`config.mk`:
```
export PLATFORM = sky130hd
export DESIGN_NAME = supply_reset_seq
export DESIGN_NICKNAME = d
export VERILOG_FILES = /design/src/rtl/supply_reset_pkg.sv /design/src/rtl/supply_low_sync.sv /design/src/rtl/pu_delay_timer.sv /design/src/rtl/bo_cause_flag.sv /design/src/rtl/supply_reset_seq.sv
export SDC_FILE = /design/constraint.sdc
export NUM_CORES = 1
export LEC_CHECK = 0
export ABC_AREA = 1
export BUFFER_PORTS_ARGS = -buffer_cell sky130_fd_sc_hd__buf_2
export CAP_MARGIN = 20
export CORE_UTILIZATION = 44
export CTS_CLUSTER_SIZE = 8
export DETAILED_ROUTE_END_ITERATION = 7
export PLACE_DENSITY = 0.74
export SYNTH_ARGS = -nofsm -noshare
export SYNTH_HDL_FRONTEND = slang
export SYNTH_HIERARCHICAL = 1
export SYNTH_SLANG_ARGS = --single-unit
```
`constraint.sdc`:
```
create_clock -name clk_i -period 1.09 [get_ports clk_i]
set_input_delay 0.218 -clock clk_i [delete_from_list [all_inputs] [get_ports clk_i]]
set_output_delay 0.218 -clock clk_i [all_outputs]
set_load 0.02 [all_outputs]
```
`src/rtl/supply_reset_pkg.sv`:
```
package supply_reset_pkg;

  typedef enum logic [1:0] {
    SEQ_HOLD  = 2'd0,
    SEQ_DELAY = 2'd1,
    SEQ_RUN   = 2'd2
  } seq_st_e;

  // Brown-out forces reset: enabled and a real trip level selected.
  function automatic logic bo_resets(input logic [1:0] en, input logic [1:0] lvl);
    return (en != 2'b00) && (lvl != 2'b00);
  endfunction

  // Low-power setting: enabled, level 00, re-arm instead of reset.
  function automatic logic bo_rearms(input logic [1:0] en, input logic [1:0] lvl);
    return (en != 2'b00) && (lvl == 2'b00);
  endfunction

endpackage

```
`src/rtl/supply_low_sync.sv`:
```
module supply_low_sync #(
  parameter int STAGES = 2
) (
  input  logic clk_i,
  input  logic por_i,
  input  logic async_i,
  output logic sync_o
);
  logic [STAGES-1:0] pipe_q;

  always_ff @(posedge clk_i or posedge por_i) begin
    if (por_i) pipe_q <= '0;
    else       pipe_q <= {pipe_q[STAGES-2:0], async_i};
  end

  assign sync_o = pipe_q[STAGES-1];


  sync_follow_chk: assert property (@(posedge clk_i) disable iff (por_i)
    $past(pipe_q[0]) == pipe_q[1]);
endmodule

```
`src/rtl/pu_delay_timer.sv`:
```
module pu_delay_timer #(
  parameter int PU_DELAY = 64
) (
  input  logic clk_i,
  input  logic por_i,
  input  logic run_i,
  output logic last_o
);
  localparam int CW = (PU_DELAY > 1) ? $clog2(PU_DELAY) : 1;
  localparam logic [CW-1:0] LAST = CW'(PU_DELAY - 1);

  logic [CW-1:0] cnt_q;

  always_ff @(posedge clk_i or posedge por_i) begin
    if (por_i)       cnt_q <= '0;
    else if (!run_i) cnt_q <= '0;
    else             cnt_q <= cnt_q + 1'b1;
  end

  assign last_o = run_i && (cnt_q == LAST);


  timer_clear_chk: assert property (@(posedge clk_i) disable iff (por_i)
    !run_i |=> cnt_q == '0);


  timer_step_chk: assert property (@(posedge clk_i) disable iff (por_i)
    (run_i && !last_o) |=> cnt_q == $past(cnt_q) + 1'b1);
endmodule

```
`src/rtl/bo_cause_flag.sv`:
```
module bo_cause_flag (
  input  logic clk_i,
  input  logic por_i,
  input  logic set_i,
  input  logic clr_i,
  output logic flag_o
);
  always_ff @(posedge clk_i or posedge por_i) begin
    if (por_i)      flag_o <= 1'b0;
    else if (set_i) flag_o <= 1'b1;
    else if (clr_i) flag_o <= 1'b0;
  end


  flag_set_chk: assert property (@(posedge clk_i) disable iff (por_i)
    set_i |=> flag_o);


  flag_clr_chk: assert property (@(posedge clk_i) disable iff (por_i)
    (clr_i && !set_i) |=> !flag_o);
endmodule

```
`src/rtl/supply_reset_seq.sv`:
```
module supply_reset_seq
  import supply_reset_pkg::*;
#(
  parameter int PU_DELAY    = 64,
  parameter int SYNC_STAGES = 2
) (
  input  logic       clk_i,
  input  logic       por_i,
  input  logic       vdd_low_i,
  input  logic [1:0] bo_en_i,
  input  logic [1:0] bo_lvl_i,
  input  logic       pu_en_i,
  input  logic       flag_clr_i,
  output logic       sys_rst_o,
  output logic       bo_flag_o,
  output logic       por_rearm_o,
  output logic [1:0] lvl_sel_o
);
  logic    low_s;
  logic    bo_mode;
  logic    lp_mode;
  logic    bo_hit;
  logic    delay_run;
  logic    delay_last;
  seq_st_e st_q, st_d;

  supply_low_sync #(.STAGES(SYNC_STAGES)) u_sync (
    .clk_i   (clk_i),
    .por_i   (por_i),
    .async_i (vdd_low_i),
    .sync_o  (low_s)
  );

  assign bo_mode = bo_resets(bo_en_i, bo_lvl_i);
  assign lp_mode = bo_rearms(bo_en_i, bo_lvl_i);
  assign bo_hit  = bo_mode && low_s;

  pu_delay_timer #(.PU_DELAY(PU_DELAY)) u_timer (
    .clk_i  (clk_i),
    .por_i  (por_i),
    .run_i  (delay_run),
    .last_o (delay_last)
  );

  assign delay_run = (st_q == SEQ_DELAY);

  always_comb begin
    st_d = st_q;
    unique case (st_q)
      SEQ_HOLD: begin
        if (!bo_hit) st_d = pu_en_i ? SEQ_DELAY : SEQ_RUN;
      end
      SEQ_DELAY: begin
        if (bo_hit)          st_d = SEQ_HOLD;
        else if (delay_last) st_d = SEQ_RUN;
      end
      SEQ_RUN: begin
        if (bo_hit) st_d = SEQ_HOLD;
      end
      default: st_d = SEQ_HOLD;
    endcase
  end

  always_ff @(posedge clk_i or posedge por_i) begin
    if (por_i) st_q <= SEQ_HOLD;
    else       st_q <= st_d;
  end

  bo_cause_flag u_flag (
    .clk_i  (clk_i),
    .por_i  (por_i),
    .set_i  (bo_hit),
    .clr_i  (flag_clr_i),
    .flag_o (bo_flag_o)
  );

  assign sys_rst_o   = (st_q != SEQ_RUN);
  assign por_rearm_o = lp_mode && low_s;
  assign lvl_sel_o   = bo_lvl_i;


  bo_reset_chk: assert property (@(posedge clk_i) disable iff (por_i)
    bo_hit |=> sys_rst_o);


  no_delay_chk: assert property (@(posedge clk_i) disable iff (por_i)
    (st_q == SEQ_HOLD && !bo_hit && !pu_en_i) |=> !sys_rst_o);


  delay_abort_chk: assert property (@(posedge clk_i) disable iff (por_i)
    (st_q == SEQ_DELAY && bo_hit) |=> st_q == SEQ_HOLD);


  lp_no_reset_chk: assert property (@(posedge clk_i) disable iff (por_i)
    (lp_mode && st_q == SEQ_RUN) |=> !sys_rst_o);


  off_no_rearm_chk: assert property (@(posedge clk_i) disable iff (por_i)
    (bo_en_i == 2'b00) |-> !por_rearm_o);
endmodule

```
# Word-level counts from Yosys, hierarchy flattened

Index checks and enable logic that the tools add are counted.

Add/subtract/negate cells: 1
$mul: 0
Divide/modulo/power cells: 0
$lt $le $gt $ge: 0
Equality and inequality tests: 7
Shifts and indexed selects: 0
Multiplexer cells: 9
Bitwise logic cells: 0
Reduce and logical (&&, ||, !) cells: 11

Operators with widths:

| operator                                                         | number |
|---|---|
| 2-bit 2-to-1 mux                                                 | 5 |
| 6-bit by 1-bit adder with 6-bit output (second input constant)   | 1 |
| 6-bit == test (second input constant)                            | 1 |
| 6-bit 2-to-1 mux                                                 | 1 |
| 2-bit inequality test (second input constant)                    | 3 |
| 2-bit one-hot mux with 3 select lines                            | 1 |
| 2-bit nonzero test                                               | 3 |
| 1-bit logical AND                                                | 5 |
| 2-bit zero test                                                  | 2 |
| 3-bit inequality test (second input constant)                    | 1 |
| 3-bit AND reduction                                              | 1 |
| 2-bit by 1-bit == test with 1-bit output (second input constant) | 1 |
| 2-bit == test (second input constant)                            | 1 |
| 1-bit 2-to-1 mux                                                 | 2 |

Register bits: 11
Bits in latches: 0
Bits in writable memories: 0
Memory bits (read-only): 0
Input bits: 9
Output and inout port bits: 5
Memories: 0

# Longest topological paths before layout

Gate-level depths: netlist of run 1.

Depth after elaboration: 5
Mapped depth: 9
Gate-level depth less buffers: 9

# Cells and area by module

The synthesis of run 1 kept the hierarchy.

Modules (own cells, without submodules):

| module           | instances | cells each | area each (um2) | sequential area each (um2) |
|---|---|---|---|---|
| pu_delay_timer   | 1         | 36         | 295.3           | 150.1 |
| supply_reset_seq | 1         | 28         | 181.4           | 50.0 |
| supply_low_sync  | 1         | 3          | 53.8            | 50.0 |
| bo_cause_flag    | 1         | 6          | 43.8            | 25.0 |

# Worst setup path before layout of run 1

Ideal clock, no wire load.

Path type: register -> register
From: reg u_timer.cnt_q[0]
To: reg st_q[1]
Setup time: 0.118 ns
Data arrival time: 1.059 ns
Required time: 0.972 ns
Path slack: -0.087 ns
Cell stages (with the launch flop): 10
Path buffers: 0
Clock period less this slack: 1.177 ns
Cells stage by stage: dfrtp_1 > ha_1 > nand2_1 > inv_1 > nand2_1 > nor2_1 > inv_1 > nand2_2 > nand4_1 > nand2_1

Cells in the longest elaborated chain, start to end: 4

RTL lines:

| item                            | RTL line               | text |
|---|---|---|
| from (decl)                     | pu_delay_timer.sv:12   | `logic [CW-1:0] cnt_q;` |
| from (signal assigned)          | pu_delay_timer.sv:17   | `else cnt_q <= cnt_q + 1'b1;` |
| 6-bit == test                   | pu_delay_timer.sv:20   | `assign last_o = run_i && (cnt_q == LAST);` |
| 1-bit logical AND               | pu_delay_timer.sv:20   |  |
| named net delay_last            | supply_reset_seq.sv:24 | `logic delay_last;` |
| 3-bit inequality test (no line) | n/a                    |  |
| 3-bit AND reduction (no line)   | n/a                    |  |
| to (signal assigned)            | supply_reset_seq.sv:66 | `else st_q <= st_d;` |
| to (decl)                       | supply_reset_seq.sv:25 | `seq_st_e st_q, st_d;` |

The timed path passes the listed nets, and every way through them passes these cells.
A chain may end at the register's enable or synchronous reset.

# Final worst setup path of run 1

Ends and elaborated chain as after synthesis.

==> results of run 1 <==
## layer usage
metal	track usage	up-vias	wire, µm
met5	0	-	0
met4	0.161	0	37
met3	0.0698	4	53
li1	-	263	-
met2	0.229	18	474
met1	0.242	211	539
## power by group
part	switching [µW]	leakage, µW	internal [µW]
registers	42.5	0.000144	476
clock network	142	0.0000150	142
logic	308	0.000290	286
## stage by stage
stage,total power [µW],util
after global routing,1480,0.669
final,1400,0.669
after detailed placement,951,0.588
after CTS,1340,0.647
after floorplan,808,-
after global placement,944,0.588
## cells by family (layout without fill, tap and decap cells)
logic type | Yosys count | after routing
adder cells (fa/ha/maj) | 1 | 1
buffers and inverters | 22 | 47
AND/OR/NAND/NOR | 34 | 34
flip-flops | 11 | 11
AO/OA/AOI/OAI | 5 | 5
## worst max-delay path by stage
stage                                from                  end
2_1_floorplan  u_timer/cnt_q[1]$_DFF_PP0_  st_q[1]$_DFFE_PP0P_
3_3_place_gp   u_timer/cnt_q[1]$_DFF_PP0_  st_q[1]$_DFFE_PP0P_
3_5_place_dp   u_timer/cnt_q[1]$_DFF_PP0_  st_q[1]$_DFFE_PP0P_
4_1_cts        u_sync/pipe_q[1]$_DFF_PP0_          por_rearm_o
5_1_grt        u_sync/pipe_q[1]$_DFF_PP0_          por_rearm_o
6_report       u_timer/cnt_q[0]$_DFF_PP0_  st_q[1]$_DFFE_PP0P_
## Yosys cell counts
cell      number
inv_1         20
nand2_1       18
dfrtp_1       11
nor2_1         6
nand3_1        4
a21oi_1        2
buf_4          2
nand2_2        2
nor2_4         2
ha_1           1
nand3_2        1
nand4_1        1
o21ai_0        1
o21ai_2        1
o21bai_2       1
## flip-flops by register name, summed over array words and instances, names as in the netlist
signal / cells
u_timer/cnt_q: 6
st_q: 2
u_flag/flag_o: 1
u_sync/pipe_q: 2
## cell type report
type                       instances  area (µm²)  area share
multi-input combinational         40         224       0.290
sequential                        11         275       0.356
tap                               14        17.5      0.0227
timing repair buffer              23         155       0.201
inverter                          20        75.1      0.0971
clock buffer                       4        26.3      0.0340
## timing repair
action                     in CTS  in global routing
hold buffers                    1                  0
setup endpoints to repair       4                  6
resized for setup               2                  5
setup buffers                   4                  1
hold endpoints to repair       11                  0
pin swaps                       2                  1
==> impl_metrics.ini, run 1 <==
[outcome]
status = finished, violations left
violations = setup timing

[hold_path]
min-delay-start = vdd_low_i
hold_class = in2reg
holdPathStages = 1
worstHoldEndpoint = u_sync/pipe_q[0]$_DFF_PP0_

[synth]
netlist_area_um2 = 574
avgSynthCellArea_um2 = 7.87
synth_xor_xnor_area_share = 0
muxShareOfSynthArea = 0
synthCells = 73
ys_seq_area_frac = 0.479
synth_seq_cells = 11
synth_top_cell_area_share = 0.479
synth_compound_area_frac = 0.0610
synth_top_family_by_area = simple AND/OR/NAND/NOR gates
synthSimpleGateAreaFrac = 0.281
yosysWarnings = 6
synth_nets = 83
ys_types = 15
netlist_top_cells_area = dfrtp_1, inv_1, nand2_1
synth_top_area_cell = dfrtp_1
yosys.area_share.adder = 0.0218

[final_layout]
finalNetCount = 109
final_cell_mix = inv_1, nand2_1, buf_2, dfrtp_1, buf_4
postLayoutCellArea_um2 = 773
layout.cells.non_filler = 112
antenna_cells = 0
drive_gt1_frac = 0.398
final_common_cell = inv_1
area_growth_pct = 34.6
nFillCells = 81

[route]
num_vias = 496
drt-pass1-iter-count = 4
wirelength_um = 1100
wl_per_cell_um = 9.86
via_per_inst = 4.43
drc_errors = 0
drtIter0Drc = 7
ant_nets = 0

[placement]
dp_hpwl_um = 746
pre_cts_ws_ns = -0.0220
place.gp.congestion = 0.754
dpl_cell_area_um2 = 679
io_buffers = 13
placed_cells = 102

[worst_setup_path]
cp-start-kind = register
max_stage_delay_ns = 0.39
path_depth = 9
crit_buf_inv = 2
cp_common_cell = nand2_2
required_ns = 1.25
critPathMaxFanout = 2
crit_type = reg2reg
r2r_end = st_q[1]$_DFFE_PP0P_
reg2reg_from = u_timer/cnt_q[0]$_DFF_PP0_
cpMaxStageDelayCell = dfrtp_1
cp_top_family = flip-flops
rrSetupSlack_ns = -0.05
crit_arrival_ns = 1.31
r2r_cells = 9
crit_path_end_kind = register
path_cells = ha_2 -> nand2_2 -> inv_2 -> nand2_2 -> nor2_1 -> inv_1 -> nand2_2 -> nand4_1 -> nand2_1

[floorplanning]
die_area_mm2 = 0.00145
start_util = 0.497
die_w_um = 38.1
core_area_mm2 = 0.00116
ios = 14
row_count = 12
die_h_um = 38.1

[global_routing]
track_usage = 0.184
antenna_found_initial = 0
grt_pass1_wl_um = 1660
gr-total-overflow = 0
grt_pass1_vias = 404
grt_max_degree = 8

[timing]
finalWorstSetupSlack_ns = -0.0523
fin_crit_ns = 1.14
max_slew_margin = 0.834
setup_viol = 5
max_freq_ghz = 0.875
finalHoldWorstSlack_ns = 0.0454
finalHoldViolCount = 0
tightest_slew_ns = 0.249
slew_viol_final = 0
fin_skew_ns = 0.00347
rsz0062_at_grt = yes
tns_ns = -0.134
finalCritPeriodShare = 1.05

[clock_network]
cts-root-buf = clkbuf_4
cts_tree = done
cts-buffers-inserted = 3
path_clk_slew_ns = 0.07
cts_buffer_depth = 2
clk_latency_ns = 0.27
htreeDepth = 1
cts_sinks = 11

[flow_run]
maxCapViolCount = 0

[power_and_ir_drop]
power_density_mw_per_mm2 = 1810
ir_worst_vdd_mv = 1.02
power.leakage_uw = 0.000449
(Power assumes the default switching activity.)
==> inputs of run 2 (changes only) <==
--- a/config.mk
+++ b/config.mk
@@ -5,13 +5,13 @@
 export SDC_FILE = /design/constraint.sdc
 export NUM_CORES = 1
 export LEC_CHECK = 0
-export ABC_AREA = 1
 export BUFFER_PORTS_ARGS = -buffer_cell sky130_fd_sc_hd__buf_2
 export CAP_MARGIN = 20
-export CORE_UTILIZATION = 44
+export CORE_AREA = 2 2 39 41
 export CTS_CLUSTER_SIZE = 8
 export DETAILED_ROUTE_END_ITERATION = 7
-export PLACE_DENSITY = 0.74
+export DIE_AREA = 0 0 41 43
+export GPL_TIMING_DRIVEN = 0
 export SYNTH_ARGS = -nofsm -noshare
 export SYNTH_HDL_FRONTEND = slang
 export SYNTH_HIERARCHICAL = 1
==> run 2 against run 1 <==
Compared with the run above: the flow still finishes with violations (setup timing); via count down 23%; die area up 21%; cell count down 21%; clock skew down 0.0011 ns; sequential share of layout area up 4.8 points; sequential cell count unchanged; combinational power down 69%; sequential power down 11%; first-iteration DRC count down 43%.
==> impl_metrics.ini, run 2 <==
[outcome]
status = finished, violations left
violations = setup timing

[placement]
io_buffers = 13
placed_cells = 78
dpl_cell_area_um2 = 594
place.gp.congestion = 0.699
dp_hpwl_um = 571

[route]
num_vias = 383
ant_nets = 0
wirelength_um = 825
drt-pass1-iter-count = 3
drc_errors = 0
via_per_inst = 4.35
wl_per_cell_um = 9.38
drtIter0Drc = 4

[final_layout]
final_common_cell = buf_2
finalNetCount = 83
multi_input_area_um2 = 208
regArea_um2 = 275
largest_register_ffs = 6
layout.cells.non_filler = 88
top_register = u_timer/cnt_q
final_cell_mix = buf_2, dfrtp_1, buf_4, inv_1
post-route-util = 0.493
antenna_cells = 0
nFillCells = 142
postLayoutCellArea_um2 = 682
largestRegisters = u_timer/cnt_q x6, st_q x2, u_sync/pipe_q x2
area_growth_pct = 34.2
drive_gt1_frac = 0.403

[clock_network]
clk_latency_ns = 0.26
cts-buffers-inserted = 3
cts_buffer_depth = 2
cts_sinks = 11
path_clk_slew_ns = 0.06
htreeDepth = 1
cts-root-buf = clkbuf_4
cts_tree = done

[global_routing]
track_usage = 0.122
grt_max_degree = 7
grt_pass1_vias = 376
gr-total-overflow = 0
grt_pass1_wl_um = 1450
antenna_found_initial = 0

[worst_setup_path]
r2r_end = u_timer/cnt_q[5]$_DFF_PP0_
r2r_cells = 3
cp-start-kind = register
required_ns = 0.87
crit_arrival_ns = 1.03
crit_path_end_kind = output port
reg2reg_from = st_q[1]$_DFFE_PP0P_
crit_type = reg2out
rrSetupSlack_ns = -0.10
critPathMaxFanout = 4

[timing]
finalWorstSetupSlack_ns = -0.157
fin_crit_ns = 1.25
fin_skew_ns = 0.00241
max_freq_ghz = 0.802
finalHoldViolCount = 0
setup_viol = 6
max_slew_margin = 0.839
rsz0062_at_grt = yes
slew_viol_final = 0
tightest_slew_ns = 0.241
finalHoldWorstSlack_ns = 0.0603
finalCritPeriodShare = 1.14

[flow_run]
maxCapViolCount = 0

[synth]
synth_most_common_cell = dfrtp_1
ys_types = 21
synth_top_cell_area_share = 0.542
yosysWarnings = 6
synth_top_area_cell = dfrtp_1
synth-edff-count = 0
synthCells = 49
async_flop_share = 1.00
netlist_top_cells_area = dfrtp_1, and2_1, inv_1
synth_seq_cells = 11
synth_nets = 59
avgSynthCellArea_um2 = 10.4
synth_ff_type = dfrtp_1
ys_seq_area_frac = 0.542
netlist_area_um2 = 508
synth_common_cells = dfrtp_1, inv_1, and2_1, nor2_1, nand2_1

[floorplanning]
die_w_um = 41
core_area_mm2 = 0.00138
die_area_mm2 = 0.00176
start_util = 0.367
row_count = 14
ios = 14
die_h_um = 43

[power_and_ir_drop]
power_density_mw_per_mm2 = 1340
finalPower_uw = 911
ir_worst_vdd_mv = 0.591
power.leakage_uw = 0.000354

[hold_path]
min-delay-start = vdd_low_i
worstHoldEndpoint = u_sync/pipe_q[0]$_DFF_PP0_
holdPathStages = 1
hold_class = in2reg
run 2: layer usage:
metal,vias to the layer above,track usage,wire length (µm)
met4,0,0.100,0
met2,4,0.163,373
met5,-,0,0
met3,0,0.0157,14
li1,201,-,-
met1,178,0.168,438
run 2: area by class of cell:
type | count | area share
clock buffer | 4 | 0.0385
multi-input combinational | 31 | 0.305
tap | 16 | 0.0294
sequential | 11 | 0.404
inverter | 5 | 0.0275
timing repair buffer | 19 | 0.174
buffer | 2 | 0.0220
run 2: stage by stage:
| stage | worst slack (ns) | setup TNS (ns) |
|---|---|---|
| finish | -0.157 | -0.461 |
| global route | -0.201 | -0.967 |
| CTS | -0.169 | -0.518 |
| detailed placement | -0.199 | -0.482 |
| global placement | -0.193 | -0.506 |
| floorplan | -0.113 | -0.175 |
run 2: how the worst max path moves through the flow:
stage | startpoint | endpoint | slack (ns) | cells past startpoint
after floorplan | st_q[1]$_DFFE_PP0P_ | u_timer/cnt_q[5]$_DFF_PP0_ | -0.11 | 3
after global placement | st_q[1]$_DFFE_PP0P_ | u_timer/cnt_q[5]$_DFF_PP0_ | -0.19 | 3
after detailed placement | st_q[1]$_DFFE_PP0P_ | u_timer/cnt_q[5]$_DFF_PP0_ | -0.20 | 3
after CTS | st_q[0]$_DFFE_PP0P_ | sys_rst_o | -0.17 | 2
after global routing | st_q[0]$_DFFE_PP0P_ | sys_rst_o | -0.20 | 2
final | st_q[0]$_DFFE_PP0P_ | sys_rst_o | -0.16 | 2
run 2: power by group:
part	internal, µW	switching [µW]	leakage, µW	total (µW)
Clock	141	126	0.0000150	267
Sequential	437	21.6	0.000143	459
Combinational	101	83.5	0.000196	184
run 2: cells by family after synthesis:
logic type / after synthesis / share of synthesized area
adders and majority gates: 1 / 0.0246
DFF: 11 / 0.542
and+or+nand+nor: 22 / 0.246
AOI/OAI and AO/OA: 5 / 0.0690
buffers and inverters: 7 / 0.0665
xor gates and xnor gates: 3 / 0.0517
run 2: timing repair:
action                                  CTS  global route
endpoints found under the setup margin    6             7
resized for setup                         6             0
pin swaps                                 4             2
setup buffers                             4             1
hold buffers                              1             0
hold endpoints to repair                 11             0
run 2: worst max-delay path, stage by stage (launching register included):
cell and delay, ns:
dfrtp_1 0.40, or2b_1 0.24, buf_6 0.13
